===== src/rtl/shadow_pwm_pkg.sv =====
package shadow_pwm_pkg;

  // Field width fixed by the register layout.
  localparam int FIELD_W = 16;

  // Control-to-datapath bundle for one channel.
  typedef struct packed {
    logic               en;
    logic               updPend;
    logic [FIELD_W-1:0] pre;
    logic [FIELD_W-1:0] div;
    logic [FIELD_W-1:0] hi;
  } chanCtl_t;

endpackage


===== src/rtl/shadow_pwm_ctrl.sv =====
module shadow_pwm_ctrl
  import shadow_pwm_pkg::*;
#(
  parameter int NCH = 4,
  parameter int AW  = 8
) (
  input  logic                 clk,
  input  logic                 rstN,
  input  logic                 busSel,
  input  logic                 busWrite,
  input  logic [AW-1:0]        busAddr,
  input  logic [31:0]          busWdata,
  output logic [31:0]          busRdata,
  input  logic [NCH-1:0]       loadAck,
  output chanCtl_t [NCH-1:0]   ctl
);

  localparam int IDX_W = AW - 3;

  logic [IDX_W-1:0] idx;
  logic             wordSel;
  logic             hit;
  logic             unusedBits;

  assign idx        = busAddr[AW-1:3];
  assign wordSel    = busAddr[2];
  assign hit        = int'(idx) < NCH;
  assign unusedBits = ^{busAddr[1:0], busWdata[29:16]};

  for (genvar c = 0; c < NCH; c++) begin : g_ch
    chanCtl_t r;
    logic     wr0;
    logic     wr1;

    assign wr0 = busSel && busWrite && hit && (idx == IDX_W'(c)) && !wordSel;
    assign wr1 = busSel && busWrite && hit && (idx == IDX_W'(c)) && wordSel;

    always_ff @(posedge clk or negedge rstN) begin
      if (!rstN) begin
        r <= '0;
      end else begin
        if (wr0) begin
          r.div <= busWdata[15:0];
          r.hi  <= busWdata[31:16];
        end
        if (wr1) begin
          r.pre <= busWdata[15:0];
          r.en  <= busWdata[31];
        end
        // A new trigger wins over an acknowledge in the same clock.
        r.updPend <= (r.updPend && !loadAck[c]) || (wr1 && busWdata[30]);
      end
    end

    assign ctl[c] = r;
  end

  always_comb begin
    busRdata = '0;
    for (int c = 0; c < NCH; c++) begin
      if (hit && (idx == IDX_W'(c))) begin
        busRdata = wordSel ? {ctl[c].en, ctl[c].updPend, 14'b0, ctl[c].pre}
                           : {ctl[c].hi, ctl[c].div};
      end
    end
  end

endmodule


===== src/rtl/shadow_pwm_chan.sv =====
module shadow_pwm_chan
  import shadow_pwm_pkg::*;
(
  input  logic     clk,
  input  logic     rstN,
  input  chanCtl_t ctl,
  output logic     loadAck,
  output logic     pwmOut
);

  logic [FIELD_W-1:0] actPre, actDiv, actHi;
  logic [FIELD_W-1:0] preCnt, perCnt;
  logic               stepEnd;
  logic               periodEnd;

  assign stepEnd   = (preCnt == actPre);
  assign periodEnd = stepEnd && (perCnt == actDiv);
  // Transfer at a period boundary, or at once while idle.
  assign loadAck   = ctl.updPend && (!ctl.en || periodEnd);

  always_ff @(posedge clk or negedge rstN) begin
    if (!rstN) begin
      actPre <= '0;
      actDiv <= '0;
      actHi  <= '0;
    end else if (loadAck) begin
      actPre <= ctl.pre;
      actDiv <= ctl.div;
      actHi  <= ctl.hi;
    end
  end

  always_ff @(posedge clk or negedge rstN) begin
    if (!rstN) begin
      preCnt <= '0;
      perCnt <= '0;
    end else if (!ctl.en) begin
      preCnt <= '0;
      perCnt <= '0;
    end else if (stepEnd) begin
      preCnt <= '0;
      perCnt <= (perCnt == actDiv) ? '0 : perCnt + 1'b1;
    end else begin
      preCnt <= preCnt + 1'b1;
    end
  end

  assign pwmOut = ctl.en && (perCnt <= actHi);

endmodule


===== src/rtl/shadow_pwm_bank.sv =====
module shadow_pwm_bank
  import shadow_pwm_pkg::*;
#(
  parameter int NCH = 4,
  parameter int AW  = 8
) (
  input  logic           clk,
  input  logic           rstN,
  input  logic           busSel,
  input  logic           busWrite,
  input  logic [AW-1:0]  busAddr,
  input  logic [31:0]    busWdata,
  output logic [31:0]    busRdata,
  output logic [NCH-1:0] pwmOut
);

  chanCtl_t [NCH-1:0] ctl;
  logic     [NCH-1:0] loadAck;

  shadow_pwm_ctrl #(.NCH(NCH), .AW(AW)) u_ctrl (
    .clk      (clk),
    .rstN     (rstN),
    .busSel   (busSel),
    .busWrite (busWrite),
    .busAddr  (busAddr),
    .busWdata (busWdata),
    .busRdata (busRdata),
    .loadAck  (loadAck),
    .ctl      (ctl)
  );

  for (genvar c = 0; c < NCH; c++) begin : g_chan
    shadow_pwm_chan u_chan (
      .clk     (clk),
      .rstN    (rstN),
      .ctl     (ctl[c]),
      .loadAck (loadAck[c]),
      .pwmOut  (pwmOut[c])
    );
  end

endmodule


===== config.mk =====
export PLATFORM = sky130hd
export DESIGN_NAME = shadow_pwm_bank
export DESIGN_NICKNAME = d
export VERILOG_FILES = /design/src/rtl/shadow_pwm_pkg.sv /design/src/rtl/shadow_pwm_ctrl.sv /design/src/rtl/shadow_pwm_chan.sv /design/src/rtl/shadow_pwm_bank.sv
export SDC_FILE = /design/constraint.sdc
export NUM_CORES = 1
export LEC_CHECK = 0
export ABC_AREA = 1
export ABC_CLOCK_PERIOD_IN_PS = 1600
export BUFFER_PORTS_ARGS = -buffer_cell sky130_fd_sc_hd__buf_2
export CORE_ASPECT_RATIO = 0.7
export CORE_MARGIN = 2
export CORE_UTILIZATION = 40
export CTS_CLUSTER_SIZE = 24
export DETAILED_ROUTE_END_ITERATION = 10
export PLACE_DENSITY = 0.59
export SLEW_MARGIN = 15
export SYNTH_ARGS = -nofsm -noshare
export SYNTH_HDL_FRONTEND = slang
export SYNTH_HIERARCHICAL = 1
export SYNTH_SLANG_ARGS = --single-unit
export TNS_END_PERCENT = 50

===== constraint.sdc =====
create_clock -name clk -period 1.6 [get_ports clk]
set_input_delay 0.24 -clock clk [delete_from_list [all_inputs] [get_ports clk]]
set_output_delay 0.24 -clock clk [all_outputs]
set_load 0.01 [all_outputs]

# --- Word-level counts from Yosys, hierarchy flattened ---
# Cells that the tools add are included.
op_classes:
  n_addsub: 8
  n_lt_le_gt_ge: 5
  eq_ne: 15
  n_mux: 28
  n_reduce_logical: 56
op_table:
  columns: ["cell", "count"]
  rows:
  - ["two-way mux 16 bit", 20]
  - ["two-way mux 32 bit", 8]
  - ["adder 16 x 1 -> 16 bit, second input constant", 8]
  - ["== test 16 bit", 8]
  - ["<= comparator 16 bit", 4]
  - ["logical AND 1 bit", 38]
  - ["== test 5 x 2 -> 1 bit, second input constant", 2]
  - ["zero test 1 bit", 9]
  - ["logical OR 1 bit", 8]
  - ["inequality test 2 x 1 -> 1 bit, second input constant", 4]
  - ["== test 5 x 1 -> 1 bit, second input constant", 1]
  - ["zero test 5 bit", 1]
  - ["less-than comparator 5 x 3 -> 1 bit, second input constant", 1]
word_totals:
  reg_bits: 520
  inputBits: 44
  out_inout_bits: 36

# --- Depth between registers and ports, before layout ---
logic_depth:
  depth_word: 7
  ltp_mapped: 15

# --- Hierarchy ---
# The synthesis kept the hierarchy.
modules_own_cells:
  columns: ["mod", "n_inst", "cells_per_inst", "area_per_inst_um2", "seq_area_each_um2"]
  rows:
  - ["shadow_pwm_chan", 4, 659, 4729.5, 2001.9]
  - ["shadow_pwm_ctrl", 1, 1463, 10572.6, 5004.8]

# --- Worst setup path after synthesis ---
# Ideal clock, no wire load.
synth_timing:
  path_kind: "reg2reg"
  startpoint: "register g_chan[0].u_chan.perCnt[10]"
  endpoint: "register u_ctrl.g_ch[0].r, in the netlist u_ctrl/ctl[48]"
  setup_ns: 0.126
  arrival_time_ns: 1.568
  t_required_ns: 1.474
  slack_ns: -0.094
  stages_incl_launch_ff: 16
  n_path_buf: 2
  path_cell_list: "dfrtp_1 -> inv_2 -> nand2_1 -> nand2_1 -> nor2_1 -> nand2_1 -> nor2_1 -> nand2_2 -> nand2_2 -> nand3_2 -> buf_6 -> buf_6 -> inv_2 -> inv_1 -> nand2_1 -> o21ai_0"
synth_between:
  elab_chain_cells: 7
synth_rtl:
  columns: ["element", "line", "rtl"]
  rows:
  - ["from (decl)", "shadow_pwm_chan.sv:12", "logic [FIELD_W-1:0] preCnt, perCnt;"]
  - ["from (signal assigned)", "shadow_pwm_chan.sv:42", "perCnt <= (perCnt == actDiv) ? '0 : perCnt + 1'b1;"]
  - ["== test 16 bit", "shadow_pwm_chan.sv:17", "assign periodEnd = stepEnd && (perCnt == actDiv);"]
  - ["logical AND 1 bit", "shadow_pwm_chan.sv:17", null]
  - ["logical OR 1 bit", "shadow_pwm_chan.sv:19", "assign loadAck = ctl.updPend && (!ctl.en || periodEnd);"]
  - ["logical AND 1 bit", "shadow_pwm_chan.sv:19", null]
  - ["via loadAck[0]", "shadow_pwm_bank.sv:18", "logic [NCH-1:0] loadAck;"]
  - ["zero test 1 bit", "shadow_pwm_ctrl.sv:51", "r.updPend <= (r.updPend && !loadAck[c]) || (wr1 && busWdata[30]);"]
  - ["logical AND 1 bit", "shadow_pwm_ctrl.sv:51", null]
  - ["logical OR 1 bit", "shadow_pwm_ctrl.sv:51", null]
  - ["to (decl)", "shadow_pwm_ctrl.sv:31", "chanCtl_t r;"]
# The timed path passes the listed nets, and every way through them passes these cells.
# A chain may end at the register's enable or synchronous reset.

# --- Worst setup path in the final report ---
layout_timing:
  startpoint: "register g_chan[0].u_chan.actHi[8]"
  endpoint: "output pwmOut[0]"
layout_between:
  elab_chain_cells: 2
layout_rtl:
  columns: ["element", "line", "rtl"]
  rows:
  - ["from (decl)", "shadow_pwm_chan.sv:11", "logic [FIELD_W-1:0] actPre, actDiv, actHi;"]
  - ["from (signal assigned)", "shadow_pwm_chan.sv:29", "actHi <= ctl.hi;"]
  - ["<= comparator 16 bit", "shadow_pwm_chan.sv:48", "assign pwmOut = ctl.en && (perCnt <= actHi);"]
  - ["logical AND 1 bit", "shadow_pwm_chan.sv:48", null]
  - ["to (decl)", "shadow_pwm_bank.sv:14", "output logic [NCH-1:0] pwmOut"]
# No other way between the ends.

==> results.yml <==
run_status:
  status: "finished with violations"
  violations: "negative setup slack"
synth:
  syn_area_per_cell_sq_um: 7.195
  synth-main-ff-cell: "dfrtp_1"
  synth_most_common_cell: "nand2_1"
  async_reset_ff_share_pct: 100.0
  yosys_warnings: 6
  netlist_instances: 4099
  synth_area_leaders: "dfrtp_1 (44%), nand2_1 (20%), nand4_1 (7.1%)"
  netlist-cell-type-count: 31
  ys_seq_area_share_pct: 44.12
  ys_seq_elements: 520
  yosysTopAreaCell: "dfrtp_1"
  syn_area_sq_um: 29490
  synth_edf_count: 0
  synth_nets: 4215
  yosysTopAreaCellShare_pct: 44.12
  synth_common_cells: "nand2_1 (1576), dfrtp_1 (520), nor2_1 (341), nand4_1 (337), inv_1 (310)"
power_and_ir_drop:
  seqPwrFrac_pct: 40.3
  switching_share_pct: 30.03
  pwr-share-clk_pct: 38.9
  power_density_nw_per_um2: 863.1
  vdd_drop_max_mv: 0.7806
  cell_internal_pwr_mw: 24.98
  p_switching_mw: 10.72
  leakage_nw: 21.25
  combPwrFrac_pct: 20.8
cts:
  cts_tree: "yes"
  clkTransAtPathRegs_ns: 0.06
  clock_path_buffers: 3
  cts_max_level: 2
  numClockSinks: 520
  cts_root_buf: "clkbuf_16"
  tritoncts.num_buffers: 55
  clock_latency_ns: 0.63
setup_path:
  crit_end: "pwmOut[0]"
  r2r_end: "g_chan[3].u_chan/actDiv[4]"
  crit_required_ns: 1.36
  startpoint_type: "flip-flop"
  ff2ff_setup_slack_ns: -0.72
  crit_type: "reg -> out"
  cp-end-kind: "output pin"
  r2r_start: "g_chan[3].u_chan/perCnt[1]"
  worst_r2r_path_depth: 17
  crit_arrival_ns: 2.22
  path_max_fanout: 2
  crit_path_start: "g_chan[0].u_chan/actHi[8]"
finish:
  drive_gt1_share_pct: 30.19
  area_delta_synth_final_pct: 40.23
  fin_nets: 4894
  fin_cells: 5801
  final_cell_area_sq_um: 41360
drt:
  via_count: 30250
  viasPerCell: 5.215
  drtAntennaViolNets: 0
  drtIter0Drc: 3178
  first_pass_iters: 5
  drc: 0
  wl_per_cell_um: 18.59
  drt-total-wl_mm: 107.9
floorplan:
  die_w_um: 328.5
  core_sq_um: 73110
  die-area_sq_um: 75950
  die_h_um: 231.2
  ios: 80
  initial_utilization_pct: 40.34
  rows: 83
place:
  port_buffers: 77
  place_inst: 5396
  gp_congestion: 0.9453
  placed_area_sq_um: 34480
  dp_hpwl_mm: 74.47
timing:
  rsz0062_at_grt: "yes"
  worstMarginPinSlew_ns: 0.4975
  min_period_ns: 2.459
  finalClockSkew_ns: 0.01414
  finalHoldViolCount: 0
  fin_crit_sh_pct: 153.7
  fin_setup_tns_ns: -102.55
  clock.fmax_mhz: 406.7
  final_max_slew_viol_count: 0
  setup_viol: 347
  maxSlewHeadroom_pct: 66.83
  timing.final.ws_setup_ns: -0.8588
grt:
  grt_pass1_wl_mm: 162.1
  grt_pass1_vias: 27670
  grt_antenna_before_repair: 4
  gr-total-overflow: 0
  grt_use_total_pct: 27.37
  grt_max_degree: 55
job:
  max-cap-violations: 0
worst_hold_path:
  hold_path_class: "in -> reg"
  hold_depth: 3
==> through the flow <==
step / hold WS (ns) / power (mW) / utilization [%] / setup slack [ns]
floorplan: -0.05559 / 17.58 / - / -0.04270
global placement: 0.1735 / 20.60 / 47.16 / -0.2575
detailed placement: 0.1705 / 20.66 / 47.16 / -0.2471
CTS: 0.005623 / 35.18 / 53.65 / -0.7692
global route: 0.02964 / 37.23 / 56.56 / -0.9592
finish: 0.04829 / 35.70 / 56.57 / -0.8588
==> flip-flops by register name, summed over array words and instances (netlist names) <==
name and cells:
g_chan.u_chan/actPre 64, g_chan.u_chan/preCnt 64, g_chan.u_chan/perCnt 64, g_chan.u_chan/actHi 64, u_ctrl/ctl 200, g_chan.u_chan/actDiv 64
==> critical path, stage by stage (launching register included) <==
cell      delay, ns
dfrtp_1        0.42
inv_1          0.10
ha_1           0.23
a21oi_2        0.16
nand3b_1       0.14
a21oi_1        0.07
nor2_1         0.09
nand2_1        0.07
a21oi_2        0.16
buf_2          0.15
==> cell type report <==
class | instances | area (sq um)
Timing Repair Buffer | 861 | 8041
Clock buffer | 82 | 1680
Fill cell | 6667 | 31750
Clock inverter | 19 | 247.7
Inverter | 390 | 1505
Antenna cell | 2 | 5.005
Tap cell | 977 | 1222
Sequential cell | 520 | 13050
Multi-Input combinational cell | 2950 | 15610
==> cell usage in the layout, fill, tap and decap left out, types with 29 or more instances in the layout <==
master,Yosys,routed
a21oi_1,90,69
nand4_1,337,337
inv_2,66,88
nand2_2,13,180
nand2_4,0,67
nand3_1,292,270
buf_2,79,74
ha_4,0,29
nor2_2,3,44
buf_4,12,598
xor2_1,80,80
nor2_1,341,288
o21ai_0,59,43
buf_12,0,84
nand2_1,1576,1342
ha_1,72,41
inv_1,310,281
dfrtp_1,520,491
buf_6,17,55
nor3_1,36,33
dfrtp_2,0,29
clkbuf_16,0,74
==> power by group through the flow <==
stage	logic (mW)	clock network (mW)	registers, mW
2_1_floorplan	3.16	0	14.4
3_3_place_gp	5.96	0	14.6
3_5_place_dp	6.01	0	14.7
4_1_cts	6.71	14.1	14.3
5_1_grt	8.05	14.7	14.5
6_report	7.41	13.9	14.4
==> what timing repair did <==
action,in CTS,in global routing
setup endpoints to repair,346,360
endpoints found under the hold margin,383,0
resized for setup,254,385
cloned,13,19
pin swaps,189,212
buffers inserted,188,81
hold buffers,23,0
==> how the worst min path moves through the flow <==
stage,end,start
after floorplan,g_chan[0].u_chan/actDiv[0],rstN
after global placement,g_chan[3].u_chan/preCnt[14],rstN
after detailed placement,g_chan[3].u_chan/preCnt[14],rstN
after CTS,u_ctrl/ctl[181],busWdata[15]
after global routing,u_ctrl/ctl[138],busWdata[6]
final,u_ctrl/ctl[197],busWdata[15]
==> logic make-up (layout without fill, tap and decap cells) <==
family,after synthesis,after routing,synth area share [%]
AO/OA/AOI/OAI,162,162,2.775
AND/OR/NAND/NOR,2628,2628,38.46
other,0,2,0
adder cells (fa/ha/maj),72,72,3.055
flip-flops,520,520,44.12
buffers and inverters,629,1352,8.969
XOR/XNOR,88,88,2.613
==> routing by layer <==
layer | share of wire [%] | global-route usage [%]
met5 | 0 | 0
met4 | 2.1 | 5.908
met3 | 9.8 | 6.950
met2 | 42 | 38.61
met1 | 46 | 41.69
Power figures use the tool's default switching activity.
